### src/rtl/ebc_pkg.sv
package ebc_pkg;
  localparam int EBC_AW  = 24;
  localparam int EBC_DW  = 16;
  localparam int EBC_NCS = 6;

  typedef enum logic [2:0] {ST_IDLE, ST_SETUP, ST_STROBE, ST_HOLD, ST_DONE} ebc_state_e;

  function automatic logic in_span(input logic [EBC_AW-1:0] a,
                                   input logic [EBC_AW-1:0] lo,
                                   input logic [EBC_AW-1:0] hi);
    return (a >= lo) && (a <= hi);
  endfunction

  // Raw window membership per select, before enables and priority
  function automatic logic [EBC_NCS-1:0] window_hits(input logic [EBC_AW-1:0] a);
    logic [EBC_NCS-1:0] h;
    h[0] = 1'b1;
    h[1] = (a >= 24'h80_0000);
    h[2] = (a >= 24'hF0_0000) || in_span(a, 24'hFF_C000, 24'hFF_C7FF);
    h[3] = in_span(a, 24'hFF_C800, 24'hFF_CFFF);
    h[4] = in_span(a, 24'hFF_D000, 24'hFF_D7FF);
    h[5] = in_span(a, 24'hFF_D800, 24'hFF_DFFF);
    return h;
  endfunction

  function automatic logic is_onchip(input logic [EBC_AW-1:0] a,
                                     input logic [EBC_AW-1:0] ram_lo);
    return (a <= 24'h01_FFFF) || in_span(a, ram_lo, 24'hFF_BFFF) || (a >= 24'hFF_E000);
  endfunction

  // Address of the current beat: halfwords step from the even byte
  function automatic logic [EBC_AW-1:0] beat_addr(input logic [EBC_AW-1:0] a,
                                                  input logic half, input logic beat);
    return half ? {a[EBC_AW-1:1], beat} : a;
  endfunction

  // Data placed on the bus for a write beat
  function automatic logic [EBC_DW-1:0] write_lanes(input logic wide, input logic half,
                                                    input logic beat,
                                                    input logic [EBC_DW-1:0] wd);
    logic [7:0] b;
    if (wide && half) return wd;
    b = (half && beat) ? wd[15:8] : wd[7:0];
    return {b, b};
  endfunction

  // {bhe_n, ble_n} while an access is in progress
  function automatic logic [1:0] lane_enables(input logic wide, input logic half,
                                              input logic a0);
    if (!wide) return 2'b10;
    if (half)  return 2'b00;
    return a0 ? 2'b01 : 2'b10;
  endfunction
endpackage

### src/rtl/ebc_decode.sv
module ebc_decode
  import ebc_pkg::*;
#(
  parameter logic [EBC_AW-1:0] RAM_LO = 24'hFF_B000
) (
  input  logic [EBC_AW-1:0]  addr,
  input  logic [EBC_NCS-1:0] en,
  output logic [EBC_NCS-1:0] sel_oh,
  output logic               bypass
);
  logic [EBC_NCS-1:0] hit_en;
  logic [EBC_NCS-1:0] sel_raw;
  logic [EBC_NCS:0]   taken_above;
  logic               onchip;

  assign hit_en = window_hits(addr) & en;
  assign onchip = is_onchip(addr, RAM_LO);
  assign taken_above[EBC_NCS] = 1'b0;

  // Priority chain: highest index wins
  for (genvar i = EBC_NCS - 1; i >= 0; i--) begin : g_prio
    assign sel_raw[i]     = hit_en[i] & ~taken_above[i+1];
    assign taken_above[i] = taken_above[i+1] | hit_en[i];
  end

  assign sel_oh = onchip ? '0 : sel_raw;
  assign bypass = onchip | ~(|sel_raw);
endmodule

### src/rtl/ebc_seq.sv
module ebc_seq
  import ebc_pkg::*;
#(
  parameter int WAIT_W = 4
) (
  input  logic              clk,
  input  logic              rst_n,
  input  logic              start,
  input  logic              bypass,
  input  logic              two_beats,
  input  logic [WAIT_W-1:0] waits,
  output logic              idle,
  output logic              access,
  output logic              in_strobe,
  output logic              capture,
  output logic              beat,
  output logic              ready
);
  ebc_state_e        st;
  logic [WAIT_W-1:0] cnt;

  always_ff @(posedge clk or negedge rst_n) begin
    if (!rst_n) begin
      st   <= ST_IDLE;
      cnt  <= '0;
      beat <= 1'b0;
    end else begin
      case (st)
        ST_IDLE: if (start) begin
          st   <= bypass ? ST_DONE : ST_SETUP;
          beat <= 1'b0;
        end
        ST_SETUP: begin
          st  <= ST_STROBE;
          cnt <= '0;
        end
        ST_STROBE: begin
          if (cnt == waits) st <= ST_HOLD;
          else              cnt <= cnt + 1'b1;
        end
        ST_HOLD: begin
          if (two_beats && !beat) begin
            beat <= 1'b1;
            st   <= ST_SETUP;
          end else begin
            st <= ST_DONE;
          end
        end
        default: begin
          st   <= ST_IDLE;
          beat <= 1'b0;
        end
      endcase
    end
  end

  assign idle      = (st == ST_IDLE);
  assign in_strobe = (st == ST_STROBE);
  assign access    = (st == ST_SETUP) || (st == ST_STROBE) || (st == ST_HOLD);
  assign capture   = in_strobe && (cnt == waits);
  assign ready     = (st == ST_DONE);

  // Independent strobe-length tally for the checks below
  logic [WAIT_W:0] strobe_run;
  always_ff @(posedge clk or negedge rst_n) begin
    if (!rst_n)                strobe_run <= '0;
    else if (st == ST_SETUP)   strobe_run <= '0;
    else if (st == ST_STROBE)  strobe_run <= strobe_run + 1'b1;
  end


  strobe_len_chk: assert property (@(posedge clk) disable iff (!rst_n)
    (st == ST_HOLD) |-> (strobe_run == ({1'b0, waits} + 1'b1)));

  ready_pulse_chk: assert property (@(posedge clk) disable iff (!rst_n)
    ready |=> !ready);

  setup_before_strobe_chk: assert property (@(posedge clk) disable iff (!rst_n)
    $rose(in_strobe) |-> $past(access));
endmodule

### src/rtl/ebc_lanes.sv
module ebc_lanes
  import ebc_pkg::*;
(
  input  logic              clk,
  input  logic              rst_n,
  input  logic              clear,
  input  logic              act,
  input  logic              capture,
  input  logic              wr,
  input  logic              half,
  input  logic              wide,
  input  logic              beat,
  input  logic [EBC_AW-1:0] addr,
  input  logic [EBC_DW-1:0] wdata,
  input  logic [EBC_DW-1:0] din,
  output logic [EBC_AW-1:0] bus_addr,
  output logic [EBC_DW-1:0] dout,
  output logic              dout_en,
  output logic              bhe_n,
  output logic              ble_n,
  output logic [EBC_DW-1:0] rdata
);
  logic [1:0] en_pair;

  assign bus_addr = beat_addr(addr, half, beat);
  assign dout_en  = act & wr;
  assign dout     = dout_en ? write_lanes(wide, half, beat, wdata) : '0;
  assign en_pair  = act ? lane_enables(wide, half, bus_addr[0]) : 2'b11;
  assign bhe_n    = en_pair[1];
  assign ble_n    = en_pair[0];

  always_ff @(posedge clk or negedge rst_n) begin
    if (!rst_n) begin
      rdata <= '0;
    end else if (clear) begin
      rdata <= '0;
    end else if (capture && !wr) begin
      if (wide) begin
        if (half)             rdata <= din;
        else if (bus_addr[0]) rdata <= {8'h00, din[15:8]};
        else                  rdata <= {8'h00, din[7:0]};
      end else if (half) begin
        if (beat) rdata[15:8] <= din[7:0];
        else      rdata[7:0]  <= din[7:0];
      end else begin
        rdata <= {8'h00, din[7:0]};
      end
    end
  end


  byte_mirror_chk: assert property (@(posedge clk) disable iff (!rst_n)
    (dout_en && wide && !half) |-> (dout[15:8] == dout[7:0]));

  half_lanes_chk: assert property (@(posedge clk) disable iff (!rst_n)
    (act && wide && half) |-> (!bhe_n && !ble_n && !bus_addr[0]));

  narrow_lane_chk: assert property (@(posedge clk) disable iff (!rst_n)
    (act && !wide) |-> (bhe_n && !ble_n));
endmodule

### src/rtl/ext_bus_ctrl.sv
module ext_bus_ctrl
  import ebc_pkg::*;
#(
  parameter int                WAIT_W = 4,
  parameter logic [EBC_AW-1:0] RAM_LO = 24'hFF_B000
) (
  input  logic                      clk,
  input  logic                      rst_n,
  input  logic                      req_valid,
  input  logic                      req_write,
  input  logic                      req_half,
  input  logic [EBC_AW-1:0]         req_addr,
  input  logic [EBC_DW-1:0]         req_wdata,
  output logic                      req_ready,
  output logic [EBC_DW-1:0]         req_rdata,
  input  logic [EBC_NCS-1:0]        cfg_cs_en,
  input  logic [EBC_NCS-1:0]        cfg_cs_act_hi,
  input  logic [EBC_NCS-1:0]        cfg_cs_wide,
  input  logic [EBC_NCS*WAIT_W-1:0] cfg_cs_wait,
  output logic [EBC_AW-1:0]         bus_addr,
  output logic [EBC_DW-1:0]         bus_dout,
  output logic                      bus_dout_en,
  input  logic [EBC_DW-1:0]         bus_din,
  output logic                      bus_rd_n,
  output logic                      bus_wr_n,
  output logic                      bus_bhe_n,
  output logic                      bus_ble_n,
  output logic [EBC_NCS-1:0]        bus_cs
);
  localparam int NCS = EBC_NCS;

  logic [NCS-1:0]    sel_oh, cs_lat, cs_on;
  logic              bypass, idle, access, in_strobe, capture, beat, start;
  logic              wide_sel, wr_lat, half_lat, wide_lat;
  logic [WAIT_W-1:0] wait_sel, wait_lat;
  logic [EBC_AW-1:0] addr_lat;
  logic [EBC_DW-1:0] wdata_lat;

  ebc_decode #(.RAM_LO(RAM_LO)) u_dec (
    .addr(req_addr), .en(cfg_cs_en), .sel_oh(sel_oh), .bypass(bypass));

  always_comb begin
    wide_sel = 1'b0;
    wait_sel = '0;
    for (int i = 0; i < NCS; i++) begin
      wide_sel = wide_sel | (sel_oh[i] & cfg_cs_wide[i]);
      wait_sel = wait_sel | ({WAIT_W{sel_oh[i]}} & cfg_cs_wait[i*WAIT_W +: WAIT_W]);
    end
  end

  assign start = req_valid & idle;

  always_ff @(posedge clk or negedge rst_n) begin
    if (!rst_n) begin
      cs_lat    <= '0;
      wr_lat    <= 1'b0;
      half_lat  <= 1'b0;
      wide_lat  <= 1'b1;
      wait_lat  <= '0;
      addr_lat  <= '0;
      wdata_lat <= '0;
    end else if (start) begin
      cs_lat    <= sel_oh;
      wr_lat    <= req_write;
      half_lat  <= req_half;
      wide_lat  <= bypass ? 1'b1 : wide_sel;
      wait_lat  <= wait_sel;
      addr_lat  <= req_addr;
      wdata_lat <= req_wdata;
    end
  end

  ebc_seq #(.WAIT_W(WAIT_W)) u_seq (
    .clk(clk), .rst_n(rst_n), .start(start), .bypass(bypass),
    .two_beats(half_lat & ~wide_lat), .waits(wait_lat),
    .idle(idle), .access(access), .in_strobe(in_strobe),
    .capture(capture), .beat(beat), .ready(req_ready));

  ebc_lanes u_lanes (
    .clk(clk), .rst_n(rst_n), .clear(start), .act(access), .capture(capture),
    .wr(wr_lat), .half(half_lat), .wide(wide_lat), .beat(beat),
    .addr(addr_lat), .wdata(wdata_lat), .din(bus_din),
    .bus_addr(bus_addr), .dout(bus_dout), .dout_en(bus_dout_en),
    .bhe_n(bus_bhe_n), .ble_n(bus_ble_n), .rdata(req_rdata));

  assign bus_rd_n = ~(in_strobe & ~wr_lat);
  assign bus_wr_n = ~(in_strobe & wr_lat);

  for (genvar i = 0; i < NCS; i++) begin : g_cs_pin
    assign cs_on[i]  = access & cs_lat[i];
    assign bus_cs[i] = cfg_cs_act_hi[i] ? cs_on[i] : ~cs_on[i];
  end


  single_cs_chk: assert property (@(posedge clk) disable iff (!rst_n)
    $onehot0(bus_cs ~^ cfg_cs_act_hi));

  strobe_excl_chk: assert property (@(posedge clk) disable iff (!rst_n)
    !(!bus_rd_n && !bus_wr_n));

  strobe_has_cs_chk: assert property (@(posedge clk) disable iff (!rst_n)
    (!bus_rd_n || !bus_wr_n) |-> (|(bus_cs ~^ cfg_cs_act_hi)));

  ready_quiet_chk: assert property (@(posedge clk) disable iff (!rst_n)
    req_ready |-> (bus_rd_n && bus_wr_n && (bus_cs == ~cfg_cs_act_hi)));
endmodule

### config.mk
export PLATFORM = sky130hd
export DESIGN_NAME = ext_bus_ctrl
export DESIGN_NICKNAME = d
export VERILOG_FILES = /design/src/rtl/ebc_pkg.sv /design/src/rtl/ebc_decode.sv /design/src/rtl/ebc_seq.sv /design/src/rtl/ebc_lanes.sv /design/src/rtl/ext_bus_ctrl.sv
export SDC_FILE = /design/constraint.sdc
export NUM_CORES = 1
export LEC_CHECK = 0
export CAP_MARGIN = 40
export CORE_MARGIN = 5
export CORE_UTILIZATION = 48
export CTS_CLUSTER_SIZE = 28
export DETAILED_ROUTE_END_ITERATION = 10
export GPL_TIMING_DRIVEN = 0
export HOLD_SLACK_MARGIN = 0.1
export PLACE_DENSITY = 0.95
export SETUP_SLACK_MARGIN = 0.05
export SYNTH_ARGS = -nofsm -noshare
export SYNTH_HDL_FRONTEND = slang
export SYNTH_SLANG_ARGS = --single-unit
### constraint.sdc
create_clock -name clk -period 3.1 [get_ports clk]
set_input_delay 0.31 -clock clk [delete_from_list [all_inputs] [get_ports clk]]
set_output_delay 0.31 -clock clk [all_outputs]
set_load 0.05 [all_outputs]
==> results of run 1 <==
-- critical path: cells and delay by family (launching register included) --
family | cells | cell delay [ns]
flops | 1 | 0.35
simple gates | 4 | 0.82
buf+inv | 3 | 1.01
-- what timing repair did --
action	in CTS	in global routing
hold endpoints to repair	38	0
hold buffers	1	0
gates resized for setup	34	3
gates cloned	0	0
endpoints found under the setup margin	23	11
-- stage by stage --
| stage | cells | util [%] | instance area, um2 |
|---|---|---|---|
| floorplan | 502 | - | 4343 |
| detailed placement | 784 | 71.00 | 6222 |
| finish | 801 | 73.76 | 6464 |
| global route | 801 | 73.76 | 6464 |
| global placement | 779 | 70.40 | 6170 |
| CTS | 801 | 73.69 | 6457 |
-- worst paths after layout --
kind | start | endpoint | slack [ns] | cells past startpoint
worst max register to register | u_seq.st[2] | wait_lat[2] | 0.82 | 7
worst min register to register | cs_lat[5] | cs_lat[5] | 0.47 | 2
max in group asynchronous | rst_n | wide_lat | 1.96 | 3
worst max-delay path | u_seq.st[1] | bus_dout[12] | 0.28 | 7
min in group asynchronous | rst_n | addr_lat[2] | 0.47 | 2
worst min-delay path | req_addr[12] | addr_lat[12] | 0.30 | 3
-- power groups by stage --
| stage | Sequential [uW] | Combinational [uW] | Clock (uW) |
|---|---|---|---|
| floorplan | 1850 | 2450 | 0 |
| global placement | 1700 | 3720 | 0 |
| detailed placement | 1730 | 3820 | 0 |
| CTS | 1710 | 3810 | 868 |
| global route | 1770 | 4060 | 897 |
| finish | 1720 | 3800 | 856 |
-- area by class of cell --
cell class / count / share of cell area, %
Clock buffer: 10 / 1.974
Inverter: 10 / 0.5807
Tap cell: 108 / 2.091
Multi-Input combinational cell: 365 / 32.27
Sequential cell: 77 / 29.83
Clock inverter: 6 / 1.491
Timing Repair Buffer: 175 / 27.12
Buffer: 50 / 4.646
-- logic make-up after synthesis --
logic type,count (synthesis),share of synthesized area (%)
and+or+nand+nor,241,25.50
xor gates and xnor gates,11,2.391
adders and majority gates,1,0.2881
muxes,36,8.355
AOI/OAI and AO/OA,76,11.32
DFF,77,44.40
buffers and inverters,60,7.750
-- state kept, by name (all words and copies together) (netlist names) --
register	flops
wait_lat	4
half_lat	1
addr_lat	24
u_seq.st	3
u_seq.beat	1
u_lanes.rdata	16
wr_lat	1
u_seq.cnt	4
cs_lat	6
wdata_lat	16
wide_lat	1
-- Yosys cell counts (all sizes together), types with 2 or more instances --
library cell,count,area share (%)
a22oi,5,0.86
nor4bb,2,0.46
buf,35,5.6
a21oi,23,2.7
a211oi,8,1.4
o22ai,2,0.29
clkbuf,15,1.3
and4,2,0.40
dfrtp,76,44
o31a,3,0.63
mux2,2,0.52
a221oi,3,0.61
or4,2,0.35
nor2,35,3.0
mux2i,34,7.8
o21ai,18,2.1
nor3,5,0.84
inv,10,0.86
or3b,9,1.8
xor2,10,2.2
or3,2,0.32
a222oi,5,1.2
nand3b,8,1.4
and2,2,0.29
nand4,2,0.29
nor4,4,1.1
nand3,3,0.63
nand2,160,14
-- layer usage --
layer / global-route usage [%] / vias up / routed length, um
li1: - / 2058 / -
met1: 29.89 / 2048 / 5504
met2: 40.24 / 214 / 6522
met3: 5.734 / 38 / 1113
met4: 9.406 / 0 / 416
met5: 0 / - / 0
==> reports/metrics.cfg, run 1 <==
[cts]
clkTransAtPathRegs_ns = 0.08
clock-sinks = 77
root_buffer = clkbuf_8
clockBufferDepth = 2
cts_inserted_buffers = 9
clk_latency_ns = 0.35
postCtsSetupBuffers = 0
htree_levels = 3
cts_tree = done

[power_and_ir_drop]
power_uw = 6380
power_density_nw_per_um2 = 987.0
p_int_uw = 3267
switching_share_pct = 48.79
ir_drop_v = 0.0006240
power_frac_comb_pct = 59.6
power_switching_uw = 3112
clkPwrFrac_pct = 13.4
p_seq_share_pct = 27.0
p_leak_uw = 0.003031

[floorplanning]
num_io_pins = 171
dieArea_um2 = 11050
coreArea_um2 = 8763
dieHeight_um = 105.1
die_x_um = 105.1
row_count = 34
start_util_pct = 49.56

[synth]
ys_seq_area_share_pct = 44.40
ys.warnings.count = 0
async_reset_ff_share_pct = 100.0
ys_types = 57
synth_edf_count = 0
syn_avg_cell_area_um2 = 8.651
syn_area_um2 = 4343
synth-seq-cells = 77
synthCells = 502
synth-main-ff-cell = dfrtp_1
synth_nets = 606

[placed_design]
dp_hpwl_um = 10550
port_buffers = 169
gp_congestion = 0.8743
dp_slack_ns = -0.1931

[layout]
area_growth_pct = 48.83
diodes = 0
layout.area.seq_um2 = 1928
nets = 792
multiInputGateArea_um2 = 2086
layout_commonest_cell = nand2_1
drive_above_1_share_pct = 10.53
n_fill_cell = 642
final_cell_mix = nand2_1, clkdlybuf4s50_1, dfrtp_1

[setup_path]
slowest_stage = clkdlybuf4s15_1
critical_path_arrival_ns = 2.51
endpoint_kind = output port
cpPeakStageDelay_ns = 0.51
path_common_cell = nor2_1
crit_fanout = 10
path_class = reg -> out
path_cells = buf_2 -> nor2_1 -> nor2_4 -> nand2_1 -> clkbuf_2 -> nor2_1 -> clkdlybuf4s15_1
crit_required_ns = 2.79
cp-start-kind = register

[route]
drc_errors = 0
wirelength_um = 13560
viasPerCell = 5.441
drt_iter0_drc = 219
num_vias = 4358
dr.pass1.iters = 5
wire_per_inst_um = 16.92
ant_nets = 0

[sta]
slew_violations = 0
max_slew.worst_pin.slew_ns = 0.7238
max_slew_margin_pct = 51.75
hold_slack_ns = 0.3025
clock.fmax_ghz = 0.3548
layout_min_cycle_time_ns = 2.818
finalHoldViolCount = 0
rsz0062_at_grt = no
post-route-period-util_pct = 90.91
finClkSkew_ns = 0.01314
finalSetupTns_ns = 0
final.setup.worst_slack_ns = 0.2816
setup-violations-final = 0

[outcome]
status = finished clean

[global_routing]
first_global_vias = 4553
grt_use_total_pct = 24.01
grt_max_degree = 40
grt_first_pass_wirelength_um = 21960
antenna_found_initial = 0
grt_remaining_overflow = 0

[hold_path]
hold_path_class = in -> reg

[run]
max_cap_violations = 0

(Power assumes the default switching activity.)
==> run 2, diff against run 1 <==
--- a/config.mk
+++ b/config.mk
@@ -10,7 +10,6 @@
 export CORE_UTILIZATION = 48
 export CTS_CLUSTER_SIZE = 28
 export DETAILED_ROUTE_END_ITERATION = 10
-export GPL_TIMING_DRIVEN = 0
 export HOLD_SLACK_MARGIN = 0.1
 export PLACE_DENSITY = 0.95
 export SETUP_SLACK_MARGIN = 0.05
==> reports/metrics.cfg, run 2 (synthesis results as in run 1) <==
[route]
dr.pass1.iters = 5  ; unchanged
drt_iter0_drc = 196  ; was 219
ant_nets = 0  ; unchanged
num_vias = 4126  ; was 4358
drc_errors = 0  ; unchanged
viasPerCell = 5.450  ; was 5.441
wirelength_um = 13050  ; was 13560 um
wire_per_inst_um = 17.24  ; was 16.92 um

[sta]
setup-violations-final = 0  ; unchanged
clock.fmax_ghz = 0.3519  ; was 0.3548 GHz
slew_violations = 0  ; unchanged
finClkSkew_ns = 0.01404  ; was 0.01314 ns
max_slew.worst_pin.slew_ns = 0.7859  ; was 0.7238 ns
post-route-period-util_pct = 91.68  ; was 90.91%
rsz0062_at_grt = no  ; unchanged
layout_min_cycle_time_ns = 2.842  ; was 2.818 ns
finalSetupTns_ns = 0  ; unchanged
max_slew_margin_pct = 47.21  ; was 51.75%
finalHoldViolCount = 0  ; unchanged
final.setup.worst_slack_ns = 0.2580  ; was 0.2816 ns

[setup_path]
crit_fanout = 17  ; was 10
path_common_cell = nor2_1  ; unchanged
rr_worst_depth = 4  ; was 7
crit_required_ns = 2.79  ; about the same
path_cells = nor2_1 -> nor2_1 -> nand2_1 -> nor2_1 -> buf_12  ; was buf_2 -> nor2_1 -> nor2_4 -> nand2_1 -> clkbuf_2 -> nor2_1 -> clkdlybuf4s15_1
r2r-start = wide_lat  ; was u_seq.st[2]
cp-start-kind = register  ; unchanged
critical_path_arrival_ns = 2.53  ; was 2.51 ns
cpPeakStageDelay_ns = 0.72  ; was 0.51 ns
reg2reg_slack_ns = 0.70  ; was 0.82 ns
timing.rr.end = u_lanes.rdata[6]  ; was wait_lat[2]
cp_top_family = simple AND/OR/NAND/NOR gates  ; was buffers and inverters
endpoint_kind = output port  ; unchanged
slowest_stage = dfrtp_1  ; was clkdlybuf4s15_1
cp_num_buf_inv = 1  ; was 3
path_class = reg -> out  ; unchanged

[global_routing]
first_global_vias = 4289  ; was 4553
grt_remaining_overflow = 0  ; unchanged
grt_max_degree = 44  ; was 40
grt_use_total_pct = 23.36  ; was 24.01%
antenna_found_initial = 0  ; unchanged
grt_first_pass_wirelength_um = 21200  ; was 21960 um

[power_and_ir_drop]
power_density_nw_per_um2 = 988.2  ; was 987.0 nW/um2
power_uw = 6274  ; was 6380 uW
ir_drop_v = 0.0006619  ; was 0.0006240 V
p_leak_uw = 0.002929  ; was 0.003031 uW

[cts]
clkTransAtPathRegs_ns = 0.09  ; was 0.08 ns
clock-sinks = 77  ; unchanged
htree_levels = 3  ; unchanged
clk_latency_ns = 0.35  ; about the same
clockBufferDepth = 2  ; unchanged
cts.repair.resized = 0  ; was 34
postCtsSetupBuffers = 0  ; unchanged
cts_inserted_buffers = 9  ; unchanged
postCtsHoldBufs = 1  ; unchanged
root_buffer = clkbuf_8  ; unchanged
cts_tree = done  ; unchanged

[outcome]
status = finished clean  ; unchanged

[hold_path]
hold_path_class = in -> async  ; was in -> reg

[placed_design]
dp_cells = 740  ; was 784
port_buffers = 170  ; was 169
dp_hpwl_um = 10250  ; was 10550 um
dp_slack_ns = 0.5352  ; was -0.1931 ns
gp_congestion = 0.8894  ; was 0.8743

[layout]
diodes = 0  ; unchanged
final_cells = 757  ; was 801
drive_above_1_share_pct = 9.553  ; was 10.53%
n_fill_cell = 626  ; was 642
area_growth_pct = 46.18  ; was 48.83%
regMostFlops = addr_lat  ; unchanged
layout_commonest_cell = nand2_1  ; unchanged
final_cell_mix = nand2_1, clkdlybuf4s50_1, dfrtp_1  ; unchanged
nets = 748  ; was 792
largest_register_ffs = 24  ; unchanged
largestRegisters = addr_lat (24), u_lanes.rdata (16), wdata_lat (16)  ; unchanged

[floorplanning]
dieHeight_um = 105.1  ; unchanged
dieArea_um2 = 11050  ; unchanged
coreArea_um2 = 8763  ; unchanged
row_count = 34  ; unchanged
die_x_um = 105.1  ; unchanged
start_util_pct = 49.56  ; unchanged
num_io_pins = 171  ; unchanged

[run]
max_cap_violations = 0  ; unchanged

-- run 2: routing by layer --
layer / share of wire [%] / track usage (%) / wire length [um] / up-vias
met2: 51 / 41.41 / 6690 / 175
met5: 0 / 0 / 0 / -
li1: - / - / - / 1968
met1: 39 / 27.42 / 5081 / 1960
met4: 2.3 / 7.306 / 306 / 0
met3: 7.5 / 6.350 / 976 / 23
-- run 2: final cells by class --
class / instances / area [um2] / share of cell area [%]
Multi-Input combinational cell: 365 / 2087 / 32.87
Timing Repair Buffer: 181 / 1952 / 30.74
Sequential cell: 77 / 1928 / 30.37
Tap cell: 108 / 135.1 / 2.129
Clock buffer: 9 / 123.9 / 1.951
Clock inverter: 7 / 85.08 / 1.340
Inverter: 10 / 37.54 / 0.5912
-- run 2: worst reg2reg max path: cells and delay by family, from the launching register on --
kind / cells / cell delay [ns]
flip-flops: 1 / 0.78
AND/OR/NAND/NOR: 3 / 1.24
AO/OA/AOI/OAI: 1 / 0.27
-- run 2: worst max-delay path by stage --
stage | start | endpoint | slack [ns] | depth (start not counted)
CTS | u_seq.st[0] | bus_dout[2] | 0.28 | 5
finish | u_seq.st[0] | bus_dout[2] | 0.26 | 5
global placement | req_addr[21] | wait_lat[3] | 0.69 | 6
global route | u_seq.st[0] | bus_dout[11] | 0.09 | 5
detailed placement | req_addr[23] | wait_lat[2] | 0.54 | 6
floorplan | u_seq.st[1] | bus_dout[12] | 0.73 | 6
-- run 2: stage by stage --
step	area [um2]	hold WS, ns	util (%)
after floorplan	4343	0.01441	-
after global placement	6102	0.4588	69.63
after detailed placement	6130	0.2933	69.95
after CTS	6349	0.4538	72.44
after global routing	6349	0.4596	72.44
final	6349	0.4535	72.44
-- run 2: report_power, final --
part | internal, uW | total (uW) | switching (uW) | leakage (uW)
clock | 391 | 797 | 407 | 0.000107
combinational | 1380 | 3660 | 2290 | 0.00184
sequential | 1420 | 1810 | 396 | 0.000985
total | 3180 | 6270 | 3090 | 0.00293
